`src/rtl/qx_pkg.sv`:
```
package qx_pkg;

    // Instruction phases plus the halted state
    typedef enum logic [2:0] {
        PH_Q1    = 3'd0,
        PH_Q2    = 3'd1,
        PH_Q3    = 3'd2,
        PH_Q4    = 3'd3,
        PH_SLEEP = 3'd4
    } qx_phase_e;

    // Status flags, C at bit 0
    typedef struct packed {
        logic n;
        logic ov;
        logic z;
        logic dc;
        logic c;
    } qx_flags_t;

    localparam int          QX_IW       = 16;
    localparam int          QX_AW       = 8;
    localparam logic [5:0]  QX_SUB_TOP  = 6'b010101;
    localparam logic [15:0] QX_SLEEP_OP = 16'h0003;
    localparam int          QX_DEST_BIT = 9;
    localparam int          QX_BANK_BIT = 8;

endpackage

```
`src/rtl/qx_sub_alu.sv`:
```
module qx_sub_alu
    import qx_pkg::*;
#(
    parameter int DW = 8
) (
    input  logic [DW-1:0] a,
    input  logic [DW-1:0] b,
    input  logic          cin,
    output logic [DW-1:0] res,
    output qx_flags_t     fl
);
    localparam int NW = 4;

    logic [DW:0] full;
    logic [NW:0] nib;
    logic        bw;

    always_comb begin
        bw     = ~cin;
        full   = {1'b0, a} - {1'b0, b} - {{DW{1'b0}}, bw};
        nib    = {1'b0, a[NW-1:0]} - {1'b0, b[NW-1:0]} - {{NW{1'b0}}, bw};
        res    = full[DW-1:0];
        fl.c   = ~full[DW];
        fl.dc  = ~nib[NW];
        fl.z   = (full[DW-1:0] == '0);
        fl.n   = full[DW-1];
        fl.ov  = (a[DW-1] ^ b[DW-1]) & (full[DW-1] ^ a[DW-1]);
    end
endmodule

```
`src/rtl/qx_sequencer.sv`:
```
module qx_sequencer
    import qx_pkg::*;
(
    input  logic      clk,
    input  logic      rst,
    input  logic      is_sleep,
    input  logic      wake,
    output qx_phase_e phase
);
    qx_phase_e nxt;

    always_ff @(posedge clk) begin
        if (rst) phase <= PH_Q1;
        else     phase <= nxt;
    end

    always_comb begin
        nxt = PH_Q1;
        unique case (phase)
            PH_Q1:    nxt = PH_Q2;
            PH_Q2:    nxt = PH_Q3;
            PH_Q3:    nxt = PH_Q4;
            PH_Q4:    nxt = is_sleep ? PH_SLEEP : PH_Q1;
            PH_SLEEP: nxt = wake ? PH_Q1 : PH_SLEEP;
            default:  nxt = PH_Q1;
        endcase
    end

    // phases advance one step per clock outside sleep
    a_r2_q1_to_q2: assert property (@(posedge clk) disable iff (rst)
        (phase == PH_Q1) |=> (phase == PH_Q2));
    a_r2_q3_to_q4: assert property (@(posedge clk) disable iff (rst)
        (phase == PH_Q3) |=> (phase == PH_Q4));
endmodule

```
`src/rtl/qx_power.sv`:
```
module qx_power (
    input  logic clk,
    input  logic rst,
    input  logic sleep_q3,
    input  logic asleep,
    input  logic wake,
    input  logic wake_by_wdt,
    output logic to_flag,
    output logic pd_flag,
    output logic wdt_clr,
    output logic wdt_post_clr
);
    always_ff @(posedge clk) begin
        if (rst) begin
            to_flag <= 1'b1;
            pd_flag <= 1'b1;
        end else if (sleep_q3) begin
            to_flag <= 1'b1;
            pd_flag <= 1'b0;
        end else if (asleep && wake && wake_by_wdt) begin
            to_flag <= 1'b0;
        end
    end

    always_comb begin
        wdt_clr      = sleep_q3;
        wdt_post_clr = sleep_q3;
    end

    // watchdog-caused wake clears TO
    a_r10_wdt_wake: assert property (@(posedge clk) disable iff (rst)
        (asleep && wake && wake_by_wdt) |=> !to_flag);
    // PD stays cleared through wake-up
    a_r10_pd_kept: assert property (@(posedge clk) disable iff (rst)
        (asleep && wake) |=> !pd_flag);
    // the clear strobes last one cycle
    a_r7_clr_single: assert property (@(posedge clk) disable iff (rst)
        wdt_clr |=> !wdt_clr);
endmodule

```
`src/rtl/qx_exec.sv`:
```
module qx_exec
    import qx_pkg::*;
#(
    parameter int DW = 8
) (
    input  logic             clk,
    input  logic             rst,
    input  logic [QX_IW-1:0] instr,
    output logic [QX_AW-1:0] rf_addr,
    output logic             rf_bank_sel,
    output logic             rf_re,
    input  logic [DW-1:0]    rf_rdata,
    output logic             rf_we,
    output logic [DW-1:0]    rf_wdata,
    output logic [DW-1:0]    w_out,
    output logic [4:0]       status,
    output logic             to_flag,
    output logic             pd_flag,
    output logic             wdt_clr,
    output logic             wdt_post_clr,
    output logic             sleep_req,
    input  logic             wake,
    input  logic             wake_by_wdt
);
    qx_phase_e      phase;
    logic [QX_IW-1:0] ir;
    logic [DW-1:0]  w_q, opnd_q, res_q, alu_res;
    qx_flags_t      st_q, fl_q, alu_fl;
    logic           is_sub, is_sleep, dest_f;

    assign is_sub   = (ir[15:10] == QX_SUB_TOP);
    assign is_sleep = (ir == QX_SLEEP_OP);
    assign dest_f   = ir[QX_DEST_BIT];

    qx_sequencer u_seq (
        .clk      (clk),
        .rst      (rst),
        .is_sleep (is_sleep),
        .wake     (wake),
        .phase    (phase)
    );

    qx_sub_alu #(.DW(DW)) u_alu (
        .a   (w_q),
        .b   (opnd_q),
        .cin (st_q.c),
        .res (alu_res),
        .fl  (alu_fl)
    );

    qx_power u_pwr (
        .clk          (clk),
        .rst          (rst),
        .sleep_q3     ((phase == PH_Q3) && is_sleep),
        .asleep       (phase == PH_SLEEP),
        .wake         (wake),
        .wake_by_wdt  (wake_by_wdt),
        .to_flag      (to_flag),
        .pd_flag      (pd_flag),
        .wdt_clr      (wdt_clr),
        .wdt_post_clr (wdt_post_clr)
    );

    // Datapath registers, advanced by phase
    always_ff @(posedge clk) begin
        if (rst) begin
            ir     <= '0;
            w_q    <= '0;
            st_q   <= '0;
            opnd_q <= '0;
            res_q  <= '0;
            fl_q   <= '0;
        end else begin
            unique case (phase)
                PH_Q1: ir <= instr;
                PH_Q2: if (is_sub) opnd_q <= rf_rdata;
                PH_Q3: if (is_sub) begin
                    res_q <= alu_res;
                    fl_q  <= alu_fl;
                end
                PH_Q4: if (is_sub) begin
                    st_q <= fl_q;
                    if (!dest_f) w_q <= res_q;
                end
                PH_SLEEP: ;
                default: ;
            endcase
        end
    end

    // Outputs
    always_comb begin
        rf_addr     = ir[QX_AW-1:0];
        rf_bank_sel = ir[QX_BANK_BIT];
        rf_re       = (phase == PH_Q2) && is_sub;
        rf_we       = (phase == PH_Q4) && is_sub && dest_f;
        rf_wdata    = res_q;
        w_out       = w_q;
        status      = st_q;
        sleep_req   = ((phase == PH_Q4) && is_sleep) || (phase == PH_SLEEP);
    end

    // write strobe lasts one cycle
    a_r5_we_single: assert property (@(posedge clk) disable iff (rst)
        rf_we |=> !rf_we);
    // each write-back follows its own Q2 read two cycles earlier
    a_r6_read_before_write: assert property (@(posedge clk) disable iff (rst)
        rf_we |-> $past(rf_re, 2));
    // TO set and PD cleared by the time sleep is requested
    a_r7_flags_before_sleep: assert property (@(posedge clk) disable iff (rst)
        $rose(sleep_req) |-> (to_flag && !pd_flag));
    // nothing moves while halted
    a_r9_sleep_hold: assert property (@(posedge clk) disable iff (rst)
        ((phase == PH_SLEEP) && !wake) |=> ($stable(w_q) && $stable(st_q) && !rf_we));
    // request held until wake
    a_r8_req_held: assert property (@(posedge clk) disable iff (rst)
        (sleep_req && (phase == PH_SLEEP) && !wake) |=> sleep_req);
endmodule

```
`config.mk`:
```
export PLATFORM = sky130hd
export DESIGN_NAME = qx_exec
export DESIGN_NICKNAME = d
export VERILOG_FILES = /design/src/rtl/qx_pkg.sv /design/src/rtl/qx_sub_alu.sv /design/src/rtl/qx_sequencer.sv /design/src/rtl/qx_power.sv /design/src/rtl/qx_exec.sv
export SDC_FILE = /design/constraint.sdc
export NUM_CORES = 1
export LEC_CHECK = 0
export ABC_AREA = 1
export BUFFER_PORTS_ARGS = -buffer_cell sky130_fd_sc_hd__buf_2
export CELL_PAD_IN_SITES_DETAIL_PLACEMENT = 1
export CELL_PAD_IN_SITES_GLOBAL_PLACEMENT = 2
export CORE_MARGIN = 4
export CORE_UTILIZATION = 27
export CTS_BUF_LIST = sky130_fd_sc_hd__clkbuf_8 sky130_fd_sc_hd__clkbuf_16
export DETAILED_ROUTE_END_ITERATION = 10
export GPL_TIMING_DRIVEN = 0
export PLACE_DENSITY = 0.8
export SYNTH_ARGS = -nofsm -noshare
export SYNTH_HDL_FRONTEND = slang
export SYNTH_SLANG_ARGS = --single-unit
```
`constraint.sdc`:
```
create_clock -name clk -period 1.93 [get_ports clk]
set_input_delay 0.386 -clock clk [delete_from_list [all_inputs] [get_ports clk]]
set_output_delay 0.386 -clock clk [all_outputs]
set_load 0.05 [all_outputs]
```
# After elaboration in Yosys (flattened, before gate mapping)
# Cells that the tools add are included.
[totals]
inputBits = 28
ff_bits = 55
output_inout_bits = 37
[op_classes]
n_mux = 3
reduce_logical = 15
addsub = 4
eq_ne = 6
n_bitwise = 7
[op_table]
columns = ["op", "n"]
rows = [
  ["$eq 16x2->1 const B", 1],
  ["$pmux 3 s5", 1],
  ["$sub 8x8->9", 1],
  ["$sub 9x1->9", 1],
  ["$logic_not 8->1", 1],
  ["$logic_and 1x1->1", 7],
  ["$eq 3x2->1 const B", 2],
  ["$eq 6x5->1 const B", 1],
  ["$mux 3", 2],
  ["$reduce_and 2->1", 3],
  ["$sub 4x4->5", 1],
  ["$sub 5x1->5", 1],
  ["$not 1->1", 4],
  ["$eq 3x1->1 const B", 1],
  ["$eq 3x3->1 const B", 1],
  ["$logic_not 3->1", 1],
  ["$reduce_and 3->1", 1],
  ["$reduce_or 2->1", 1],
  ["$xor 1x1->1", 2],
  ["$and 1x1->1", 1],
  ["$logic_or 1x1->1", 1],
]

# Longest topological paths before layout
# Gate-level depths: netlist of the first run.
[depth]
word_depth = 4
mapped_depth = 15
ltp_nobuf = 15

# Hierarchy
# A second synthesis of the first run with hierarchy kept.
[hier_totals]
hier_cells = 464
hier_area_um2 = 3124.2
[modules_own_cells]
columns = ["mod", "cells_per_inst", "area_each_um2", "instances", "seq_area_each_um2"]
rows = [
  ["qx_exec", 317, 2223.4, 1, 1001.0],
  ["qx_sub_alu", 122, 693.2, 1, 0.0],
  ["qx_sequencer", 15, 125.1, 1, 60.1],
  ["qx_power", 10, 82.6, 1, 40.0],
]

# Worst setup path after synthesis of the first run
# OpenSTA, ideal clock, no wires.
[synth_path]
path_type = "flip-flop to flip-flop"
from = "reg w_q[0] (netlist: w_out[0])"
to = "reg fl_q[0] (netlist name)"
path_stages_with_launch = 14
slack_ns = -0.480
t_arrival_ns = 2.296
t_required_ns = 1.816
setup_time_ns = 0.114
synth_period_minus_slack_ns = 2.410
path_buffers = 0
cell_sequence = "dfxtp_1 > inv_1 > fa_1 > fa_1 > nand2_1 > nand2_1 > nand2_1 > nand2_1 > nand2_1 > nand3_1 > nand2_1 > nor2_1 > o21bai_1 > inv_1"
[synth_via]
elab_chain_cells = 3
[synth_lines]
columns = ["item", "line", "rtl"]
rows = [
  ["start, declared", "qx_exec.sv:27", "logic [DW-1:0] w_q, opnd_q, res_q, alu_res;"],
  ["start signal, assigned", "qx_exec.sv:83", "if (!dest_f) w_q <= res_q;"],
  ["$sub 8x8->9", "qx_sub_alu.sv:20", "full = {1'b0, a} - {1'b0, b} - {{DW{1'b0}}, bw};"],
  ["$sub 9x1->9", "qx_sub_alu.sv:20", ""],
  ["$not 1->1", "qx_sub_alu.sv:23", "fl.c = ~full[DW];"],
  ["end signal, assigned", "qx_exec.sv:79", "fl_q <= alu_fl;"],
  ["end, declared", "qx_exec.sv:28", "qx_flags_t st_q, fl_q, alu_fl;"],
]
# No other way between the ends.
# A chain may end at the register's enable or synchronous reset.

# Worst setup path in the final report of the first run
[layout_path]
from = "reg ir[8]"
to = "out wdt_post_clr"
[layout_via]
elab_chain_cells = 2
[layout_lines]
columns = ["item", "line", "rtl"]
rows = [
  ["start, declared", "qx_exec.sv:26", "logic [QX_IW-1:0] ir;"],
  ["start signal, assigned", "qx_exec.sv:75", "PH_Q1: ir <= instr;"],
  ["$eq 16x2->1", "qx_exec.sv:32", "assign is_sleep = (ir == QX_SLEEP_OP);"],
  ["$logic_and 1x1->1", "qx_exec.sv:54", ".sleep_q3 ((phase == PH_Q3) && is_sleep),"],
  ["end, declared", "qx_exec.sv:20", "output logic wdt_post_clr,"],
]
# No other way between the ends.

==> results_dict.tcl, run 1 <==
set metrics [dict create \
    yosysTopAreaCellShare_pct 38.69 \
    synth_common_cells "nor2_1, inv_1, dfxtp_1" \
    cts_sinks 54 \
    max-vdd-ir-drop_uv 330.9 \
    fin_skew_ns 0.01380 \
    place_inst 575 \
    routabilityCongestion 0.8180 \
    p_total_uw 2281 \
    setup_viol_count_final 7 \
    synthFlopType "dfxtp_1" \
    netSwitchingFraction_pct 30.85 \
    power_frac_clock_pct 31.5 \
    cp_common_cell "nor2_4" \
    fillerInstances 1271 \
    cts_tree "done" \
    critical_path.cell_chain "nor2_4, nand3_2, nor4_4, nand4_1, nor2_4, buf_4, buf_8" \
    hpwlAfterDp_mm 6.399 \
    seq_power_share_pct 52.9 \
    dieArea_mm2 0.01204 \
    rsz0062_at_grt "yes" \
    root_buffer "clkbuf_8" \
    postCtsHoldBufs 0 \
    syn_nets 422 \
    vias 2713 \
    p_sw_uw 703.5 \
    syn_avg_cell_area_um2 7.391 \
    outcome "complete, but fails checks" \
    p_comb_share_pct 15.6 \
    regArea_mm2 0.001121 \
    avgRoutedWirePerCell_um 15.11 \
    cts_max_level 2 \
    clockBufferDepth 2 \
    cts-buffers-inserted 5 \
    synth_area_leaders "dfxtp_1, nor2_1, o21ai_0" \
    final_cells 600 \
    path_clk_slew_ns 0.11 \
    synth_top_area_cell "dfxtp_1" \
    initial_core_util_pct 28.19 \
    hold_class "in -> reg" \
    finalHoldViolations 0 \
    place_ws_ns -0.2327 \
    relSlewSlack_pct 59.20 \
    slowest_delay_ns 0.36 \
    tns_ns -0.7602 \
    crit_slowest_cell "dfxtp_2" \
    antenna_found_initial 0 \
    hold_end "ir[0]" \
    routed_via_density 4.522 \
    drv_cap 0 \
    criticalPathCategory "reg -> out" \
    drv_slew 0 \
    synth_cell_types 33 \
    grt_pass1_wl_mm 13.98 \
    portBuffers 64 \
    drt_wl_total_mm 9.065 \
    cp.arrival_ns 1.72 \
    p_leak_uw 0.001864 \
    finalCritPeriodShare_pct 109.0 \
    grt_overflow_total 0 \
    critPathMaxFanout 2 \
    timing.rr.end "fl_q[2]" \
    grt_usage_pct 14.96 \
    die_h_um 109.7 \
    antenna_cells 0 \
    io_pins 65 \
    start_kind "flip-flop" \
    antenna_left 0 \
    synthCells 378 \
    powerDensity_mw_per_mm2 595.5 \
    clkLatencyLatePin_ns 0.32 \
    violations "setup timing" \
    firstDrtPassIters 4 \
    r2r_slack_ns -0.15 \
    hold_start "instr[0]" \
    yosys_warnings 0 \
    whs_path_depth 3 \
    multiInputGateArea_mm2 0.001565 \
    fin_crit_ns 2.104 \
    yosysMostFrequentCell "nor2_1" \
    design.core.area_mm2 0.009910 \
    syn-cell-area_mm2 0.002794 \
    fmax_ghz 0.4753 \
    ys_seq_area_share_pct 38.69 \
    fin_ws_ns -0.1741 \
    r2r_cells 12 \
    r2r-start "status[0]" \
    tightest_slew_ns 0.6119 \
    intPower_uw 1577 \
    first_global_vias 2801 \
    drc 0 \
    grt_max_degree 18 \
    drive_gt1_share_pct 40.69 \
    async_flop_share_pct 0 \
    die_w_um 109.7 \
    finalNetCount 510 \
    required_ns 1.54 \
    syn_to_final_growth_pct 37.08 \
    cp-end-kind "output port" \
    synth_edf_count 0 \
    synth_seq_cells 54 \
    drtIter0Drc 75 \
    rows 36 \
]
## metrics by stage
step / util, % / hold WS (ns) / cell area (um^2)
3_3_place_gp: 33.62 / 0.4355 / 3332
2_1_floorplan: - / 0.4418 / 2845
4_1_cts: 36.92 / 0.2794 / 3659
6_report: 38.65 / 0.2780 / 3830
5_1_grt: 38.65 / 0.2794 / 3830
3_5_place_dp: 33.62 / 0.4394 / 3332
## state kept, by name, summed over array words and instances, names as in the netlist
signal / cells
w_out: 8
ir: 16
rf_wdata: 8
opnd_q: 8
fl_q: 4
u_seq.phase: 3
u_pwr.pd_flag: 1
u_pwr.to_flag: 1
status: 5
## worst max-delay path, delay by kind of cell, from the launching register on
family                 cells  cell delay [ns]
DFF                        1             0.36
and+or+nand+nor            5             0.77
buffers and inverters      2             0.26
## placed cells by master, fill, tap and decap left out, types with 5 or more instances in the layout
cell / instances
a21oi_1: 27
dfxtp_1: 34
inv_1: 50
nand2_1: 30
nand2_2: 11
nor2_1: 51
nor2_4: 9
buf_2: 60
dfxtp_2: 14
o21ai_0: 43
inv_2: 6
buf_6: 5
dfxtp_4: 6
ha_1: 12
nand3_1: 12
clkbuf_8: 6
buf_4: 28
nand3_2: 5
nand2_4: 5
## power by group through the flow
stage | Combinational (uW) | Clock (uW) | Sequential, uW
after floorplan | 222 | 0 | 1210
final | 356 | 719 | 1210
after CTS | 344 | 735 | 1200
after global routing | 393 | 778 | 1210
after detailed placement | 323 | 0 | 1210
after global placement | 317 | 0 | 1210
## final cells by class
type,count,share of cell area (%)
clock inverters,2,0.4574
clock buffers,6,2.156
multi-input cells,244,40.87
plain buffers,21,3.790
well taps,133,4.345
repair buffers,81,13.10
flip-flops and latches,54,29.27
inverters,59,6.011
## worst max path at each step
stage | cells past startpoint | end | from | slack [ns]
floorplan | 12 | fl_q[2] | w_out[0] | -0.07
global placement | 13 | fl_q[0] | status[0] | -0.24
detailed placement | 13 | fl_q[0] | status[0] | -0.23
CTS | 13 | fl_q[0] | w_out[0] | -0.13
global route | 7 | wdt_post_clr | ir[8] | -0.25
finish | 7 | wdt_post_clr | ir[8] | -0.17
## timing repair
| action | CTS | global route |
|---|---|---|
| buffers inserted | 9 | 9 |
| endpoints found under the setup margin | 11 | 11 |
| gates resized for setup | 45 | 35 |
| pin swaps | 20 | 18 |
## logic make-up after synthesis
group / synth area share, %
buffers and inverters: 13.12
AOI/OAI and AO/OA: 15.67
xor gates and xnor gates: 0.9406
and+or+nand+nor: 23.87
adders and majority gates: 7.703
DFF: 38.69
## layer usage
metal | GRT usage, % | vias up | wire [um] | share of wire [%]
met5 | 0 | - | 0 | 0
met4 | 3.473 | 0 | 85 | 0.94
met3 | 2.466 | 6 | 266 | 2.9
met2 | 24.54 | 34 | 4446 | 49
met1 | 20.53 | 1291 | 4267 | 47
li1 | - | 1382 | - | -
(Power assumes the default switching activity.)
==> inputs of run 2 (changes only) <==
- PLACE_DENSITY: 0.8 -> 0.81
- SYNTH_HIERARCHICAL: not set -> 1
==> results_dict.tcl, run 2 <==
set metrics [dict create \
    fmax_ghz 0.4733 \
    r2r_slack_ns -0.18 \
    fillerInstances 1460 \
    fin_crit_ns 2.113 \
    grt_overflow_total 0 \
    yosysTopAreaCellShare_pct 35.24 \
    first_global_vias 3109 \
    synth_area_leaders "dfxtp_1, nand2_1, nor2_1" \
    finalHoldViolations 0 \
    initial_core_util_pct 27.48 \
    antenna_cells 0 \
    cp.arrival_ns 2.35 \
    rsz0062_at_grt "yes" \
    fin_skew_ns 0.004535 \
    synthCells 464 \
    cts-buffers-inserted 5 \
    antenna_found_initial 0 \
    seq_power_share_pct 47.4 \
    cp-startpoint "w_out[0]" \
    r2r_cells 16 \
    drt_wl_total_mm 8.833 \
    fin_ws_ns -0.1827 \
    drv_cap 0 \
    firstDrtPassIters 4 \
    powerDensity_mw_per_mm2 602.5 \
    p_sw_uw 742.2 \
    synth_common_cells "nand2_1, nor2_1, inv_1" \
    syn_to_final_growth_pct 34.96 \
    synth_top_area_cell "dfxtp_1" \
    async_flop_share_pct 0 \
    p_leak_uw 0.002186 \
    grt_usage_pct 13.87 \
    drc 0 \
    avgRoutedWirePerCell_um 12.62 \
    path_clk_slew_ns 0.08 \
    grt_max_degree 18 \
    yosys_warnings 6 \
    most-common-layout-cells "nand2_1, nor2_1, inv_1" \
    required_ns 2.17 \
    syn_nets 508 \
    routed_via_density 4.281 \
    drive_gt1_share_pct 34.83 \
    design.core.area_mm2 0.01137 \
    outcome "complete, but fails checks" \
    tightest_slew_ns 0.5865 \
    io_pins 65 \
    hold_class "in -> reg" \
    root_buffer "clkbuf_16" \
    path_buf_inv 4 \
    rows 39 \
    routabilityCongestion 0.7768 \
    syn-cell-area_mm2 0.003124 \
    finalCritPeriodShare_pct 109.5 \
    synth_edf_count 0 \
    synth_cell_types 33 \
    relSlewSlack_pct 60.90 \
    die_w_um 115.6 \
    crit_end "fl_q[2]" \
    cts_sinks 55 \
    power_frac_clock_pct 36.9 \
    grt_pass1_wl_mm 14.84 \
    start_kind "flip-flop" \
    cts_max_level 2 \
    hpwlAfterDp_mm 6.674 \
    largest_reg_flops 16 \
    intPower_uw 1798 \
    p_total_uw 2540 \
    critical_path.top_delay_family "adder cells" \
    clockBufferDepth 2 \
    netSwitchingFraction_pct 29.21 \
    criticalPathCategory "reg -> reg" \
    finalNetCount 600 \
    yosysMostFrequentCell "nand2_1" \
    violations "setup timing" \
    slowest_delay_ns 0.57 \
    antenna_left 0 \
    drtIter0Drc 91 \
    synthFlopType "dfxtp_1" \
    ys_seq_area_share_pct 35.24 \
    max-vdd-ir-drop_uv 308.2 \
    drv_slew 0 \
    syn_avg_cell_area_um2 6.733 \
    path_depth 16 \
    p_comb_share_pct 15.7 \
    critPathMaxFanout 2 \
    clkLatencyLatePin_ns 0.30 \
    max_flop_register "ir" \
    postCtsHoldBufs 0 \
    timing.rr.end "fl_q[2]" \
    synth_seq_cells 55 \
    dieArea_mm2 0.01336 \
    critical_path.cell_chain "inv_2, fa_2, inv_2, ha_4, inv_2, nand2_2, nand3b_1, nor2_1, nand2_1, nor2_2, nand2_1, nor2_1, inv_1, nand2_1, nand2_1, nor2_1" \
    setup_viol_count_final 6 \
    layout_commonest_cell "nand2_1" \
    vias 2997 \
    crit_slowest_cell "fa_2" \
    die_h_um 115.6 \
    portBuffers 64 \
    cp-end-kind "flip-flop" \
    cts_tree "done" \
    r2r-start "w_out[0]" \
    utilization_pct 37.09 \
    cp_common_cell "nand2_1" \
]
run 2: per-layer routing:
metal,share of wire (%),vias to the layer above,GRT usage (%)
li1,-,1587,-
met1,48,1364,18.98
met2,47,37,22.49
met3,3.1,9,2.507
met4,1.3,0,3.834
met5,0,-,0
run 2: worst register-to-register path, stage by stage (launching register included):
cell and delay (ns):
dfxtp_4 0.35, inv_2 0.04, fa_2 0.57, inv_2 0.05
ha_4 0.26, inv_2 0.03, nand2_2 0.06, nand3b_1 0.08
nor2_1 0.08, nand2_1 0.07, nor2_2 0.09, nand2_1 0.06
nor2_1 0.09, inv_1 0.05, nand2_1 0.06, nand2_1 0.04
nor2_1 0.09
run 2: power groups by stage:
stage,combinational (uW),clock [uW],sequential [uW]
finish,399,938,1200
floorplan,248,0,1230
global placement,346,0,1220
detailed placement,351,0,1220
global route,443,1010,1210
CTS,383,966,1200
run 2: cell families (layout without fill, tap and decap cells):
| kind of cell | count (synthesis) | in the layout | share of synthesized area [%] |
|---|---|---|---|
| flip-flops | 55 | 55 | 35.24 |
| XOR/XNOR | 2 | 2 | 0.5608 |
| buffers and inverters | 105 | 198 | 15.02 |
| AND/OR/NAND/NOR | 249 | 249 | 36.08 |
| adder cells (fa/ha/maj) | 16 | 16 | 6.888 |
| AO/OA/AOI/OAI | 37 | 37 | 6.208 |
run 2: what timing repair did:
action                     in CTS  in global routing
resized for setup              32                 33
setup endpoints to repair      12                 14
pin swaps                      18                 18
buffers inserted               19                  3
cloned                          0                  0
run 2: stage by stage:
step	cells	worst slack, ns	hold WS [ns]	cell area, um^2	setup TNS [ns]
floorplan	464	-0.1971	0.4454	3217	-0.3477
global placement	671	-0.2775	0.4290	3716	-0.9710
detailed placement	671	-0.2822	0.4411	3716	-1.138
CTS	697	-0.2655	0.3306	4090	-1.024
global route	700	-0.3492	0.3761	4217	-1.888
finish	700	-0.1827	0.3327	4217	-0.5026
run 2: area by class of cell:
type                       count  area [um^2]  share of cell area (%)
multi-input combinational    304         1758                   41.69
sequential                    55         1141                   27.06
timing repair buffer          86        528.0                   12.52
inverter                      84        317.8                   7.537
tap                          143        178.9                   4.243
buffer                        20        146.4                   3.472
clock buffer                   5        125.1                   2.967
clock inverter                 3        21.27                  0.5045
run 2: how the worst min path moves through the flow:
stage,from,to,slack [ns],depth (start not counted)
floorplan,rst,status[0],0.45,1
global placement,u_pwr/to_flag,u_pwr/to_flag,0.43,2
detailed placement,u_pwr/to_flag,u_pwr/to_flag,0.44,2
CTS,instr[3],ir[3],0.33,3
global route,instr[1],ir[1],0.38,3
finish,instr[3],ir[3],0.33,3
==> inputs of run 3 (changes only) <==
- SKIP_LAST_GASP: not set -> 1
==> results_dict.tcl, run 3 (synthesis gave the netlist of run 2 again) <==
set metrics [dict create \
    cts_max_level 2 \
    fin_hold_ws_ns 0.3310 \
    first_global_vias 3108 \
    fin_crit_ns 2.110 \
    stdcell_area_mm2 0.004189 \
    seq_power_share_pct 47.3 \
    drive_gt1_share_pct 34.65 \
    drv_cap 0 \
    critical_path.cell_chain "inv_2, fa_2, inv_2, ha_4, inv_2, nand2_2, nand3b_1, nor2_1, nand2_1, nor2_2, nand2_1, nor2_1, inv_1, nand2_1, nand2_1, nor2_1" \
    crit_slowest_cell "fa_2" \
    cts_tree "done" \
    relSlewSlack_pct 61.03 \
    cts_sinks 55 \
    vias 3005 \
    finalNetCount 600 \
    clockBufferDepth 2 \
    drt_wl_total_mm 8.829 \
    r2r-start "w_out[0]" \
    layout_commonest_cell "nand2_1" \
    hold_start "instr[3]" \
    hpwlAfterDp_mm 6.674 \
    required_ns 2.17 \
    tightest_slew_ns 0.5845 \
    critPathMaxFanout 2 \
    grt_pass1_wl_mm 14.83 \
    fin_skew_ns 0.003976 \
    slowest_delay_ns 0.57 \
    fillerInstances 1465 \
    powerDensity_mw_per_mm2 607.1 \
    most-common-layout-cells "nand2_1, nor2_1, inv_1" \
    drv_slew 0 \
    netSwitchingFraction_pct 29.33 \
    r2r_cells 16 \
    utilization_pct 36.84 \
    whs_path_depth 3 \
    root_buffer "clkbuf_16" \
    io_pins 65 \
    routed_via_density 4.293 \
    outcome "complete, but fails checks" \
    timing.rr.end "fl_q[2]" \
    finalCritPeriodShare_pct 109.3 \
    criticalPathCategory "reg -> reg" \
    grt_max_degree 18 \
    die_w_um 115.6 \
    cp-startpoint "w_out[0]" \
    clkLatencyLatePin_ns 0.30 \
    avgRoutedWirePerCell_um 12.61 \
    grt_overflow_total 0 \
    rows 39 \
    start_kind "flip-flop" \
    largest_reg_flops 16 \
    cp-end-kind "flip-flop" \
    intPower_uw 1797 \
    drtIter0Drc 85 \
    antenna_found_initial 0 \
    max_flop_register "ir" \
    place_area_mm2 0.003716 \
    portBuffers 64 \
    hold_end "ir[3]" \
    cp.arrival_ns 2.35 \
    p_sw_uw 745.8 \
    path_clk_slew_ns 0.08 \
    power_frac_clock_pct 37.0 \
    grt_usage_pct 13.86 \
    p_leak_uw 0.002181 \
    die_h_um 115.6 \
    place_ws_ns -0.2822 \
    firstDrtPassIters 4 \
    rsz0062_at_grt "yes" \
    p_comb_share_pct 15.6 \
    hold_class "in -> reg" \
    finalHoldViolations 0 \
    design.core.area_mm2 0.01137 \
    max-vdd-ir-drop_uv 307.9 \
    cts-buffers-inserted 5 \
    r2r_slack_ns -0.18 \
    antenna_left 0 \
    syn_to_final_growth_pct 34.08 \
    cp_common_cell "nand2_1" \
    antenna_cells 0 \
    setup_viol_count_final 6 \
    fin_ws_ns -0.1799 \
    dieArea_mm2 0.01336 \
    initial_core_util_pct 27.48 \
    violations "setup timing" \
    drc 0 \
    routabilityCongestion 0.7768 \
    fmax_ghz 0.4740 \
]
[run 3: cell counts in the layout (fill, tap and decap cells not counted)]
Identical to the previous run, type by type.
[run 3: power groups by stage]
stage          Clock, uW  Sequential, uW  Combinational [uW]
2_1_floorplan          0            1230                 248
3_3_place_gp           0            1220                 346
3_5_place_dp           0            1220                 351
4_1_cts              966            1200                 383
5_1_grt             1010            1210                 442
6_report             941            1200                 398
[run 3: layout make-up]
type                       count  area (um^2)  share of cell area, %
inverter                      84        317.8                  7.587
tap                          143        178.9                  4.271
multi-input combinational    304         1730                  41.31
sequential                    55         1141                  27.24
clock buffer                   5        125.1                  2.987
timing repair buffer          86        528.0                  12.60
buffer                        20        146.4                  3.495
clock inverter                 3        21.27                 0.5078
[run 3: metal layers]
layer | track usage (%) | vias up | share of wire [%]
met2 | 22.49 | 37 | 47
met5 | 0 | - | 0
met3 | 2.507 | 9 | 3.2
met4 | 3.834 | 0 | 1.3
li1 | - | 1588 | -
met1 | 18.95 | 1371 | 48
[run 3: per-stage QoR]
step | cells | total power, uW | setup TNS, ns
6_report | 700 | 2543 | -0.5118
5_1_grt | 700 | 2665 | -1.944
4_1_cts | 697 | 2548 | -1.127
3_5_place_dp | 671 | 1575 | -1.138
3_3_place_gp | 671 | 1568 | -0.9710
2_1_floorplan | 464 | 1473 | -0.3477
[run 3: how the worst max path moves through the flow]
stage                    to  slack [ns]  depth (start not counted)
floorplan           fl_q[2]       -0.20                         16
global placement    fl_q[2]       -0.28                         14
detailed placement  fl_q[2]       -0.28                         16
CTS                 fl_q[2]       -0.27                         16
global route        fl_q[2]       -0.35                         16
finish              fl_q[2]       -0.18                         16
[run 3: repair_timing]
item,4_1_cts,5_1_grt
hold buffers,0,0
gates resized for setup,29,32
endpoints found under the setup margin,12,14
setup buffers,19,3
pin swaps,18,18
[run 3: worst max-delay path: cells and delay by family (launching register included)]
kind | cells | cell delay, ns
buffers and inverters | 4 | 0.17
adder cells (fa/ha/maj) | 2 | 0.83
flip-flops | 1 | 0.35
AND/OR/NAND/NOR | 10 | 0.71
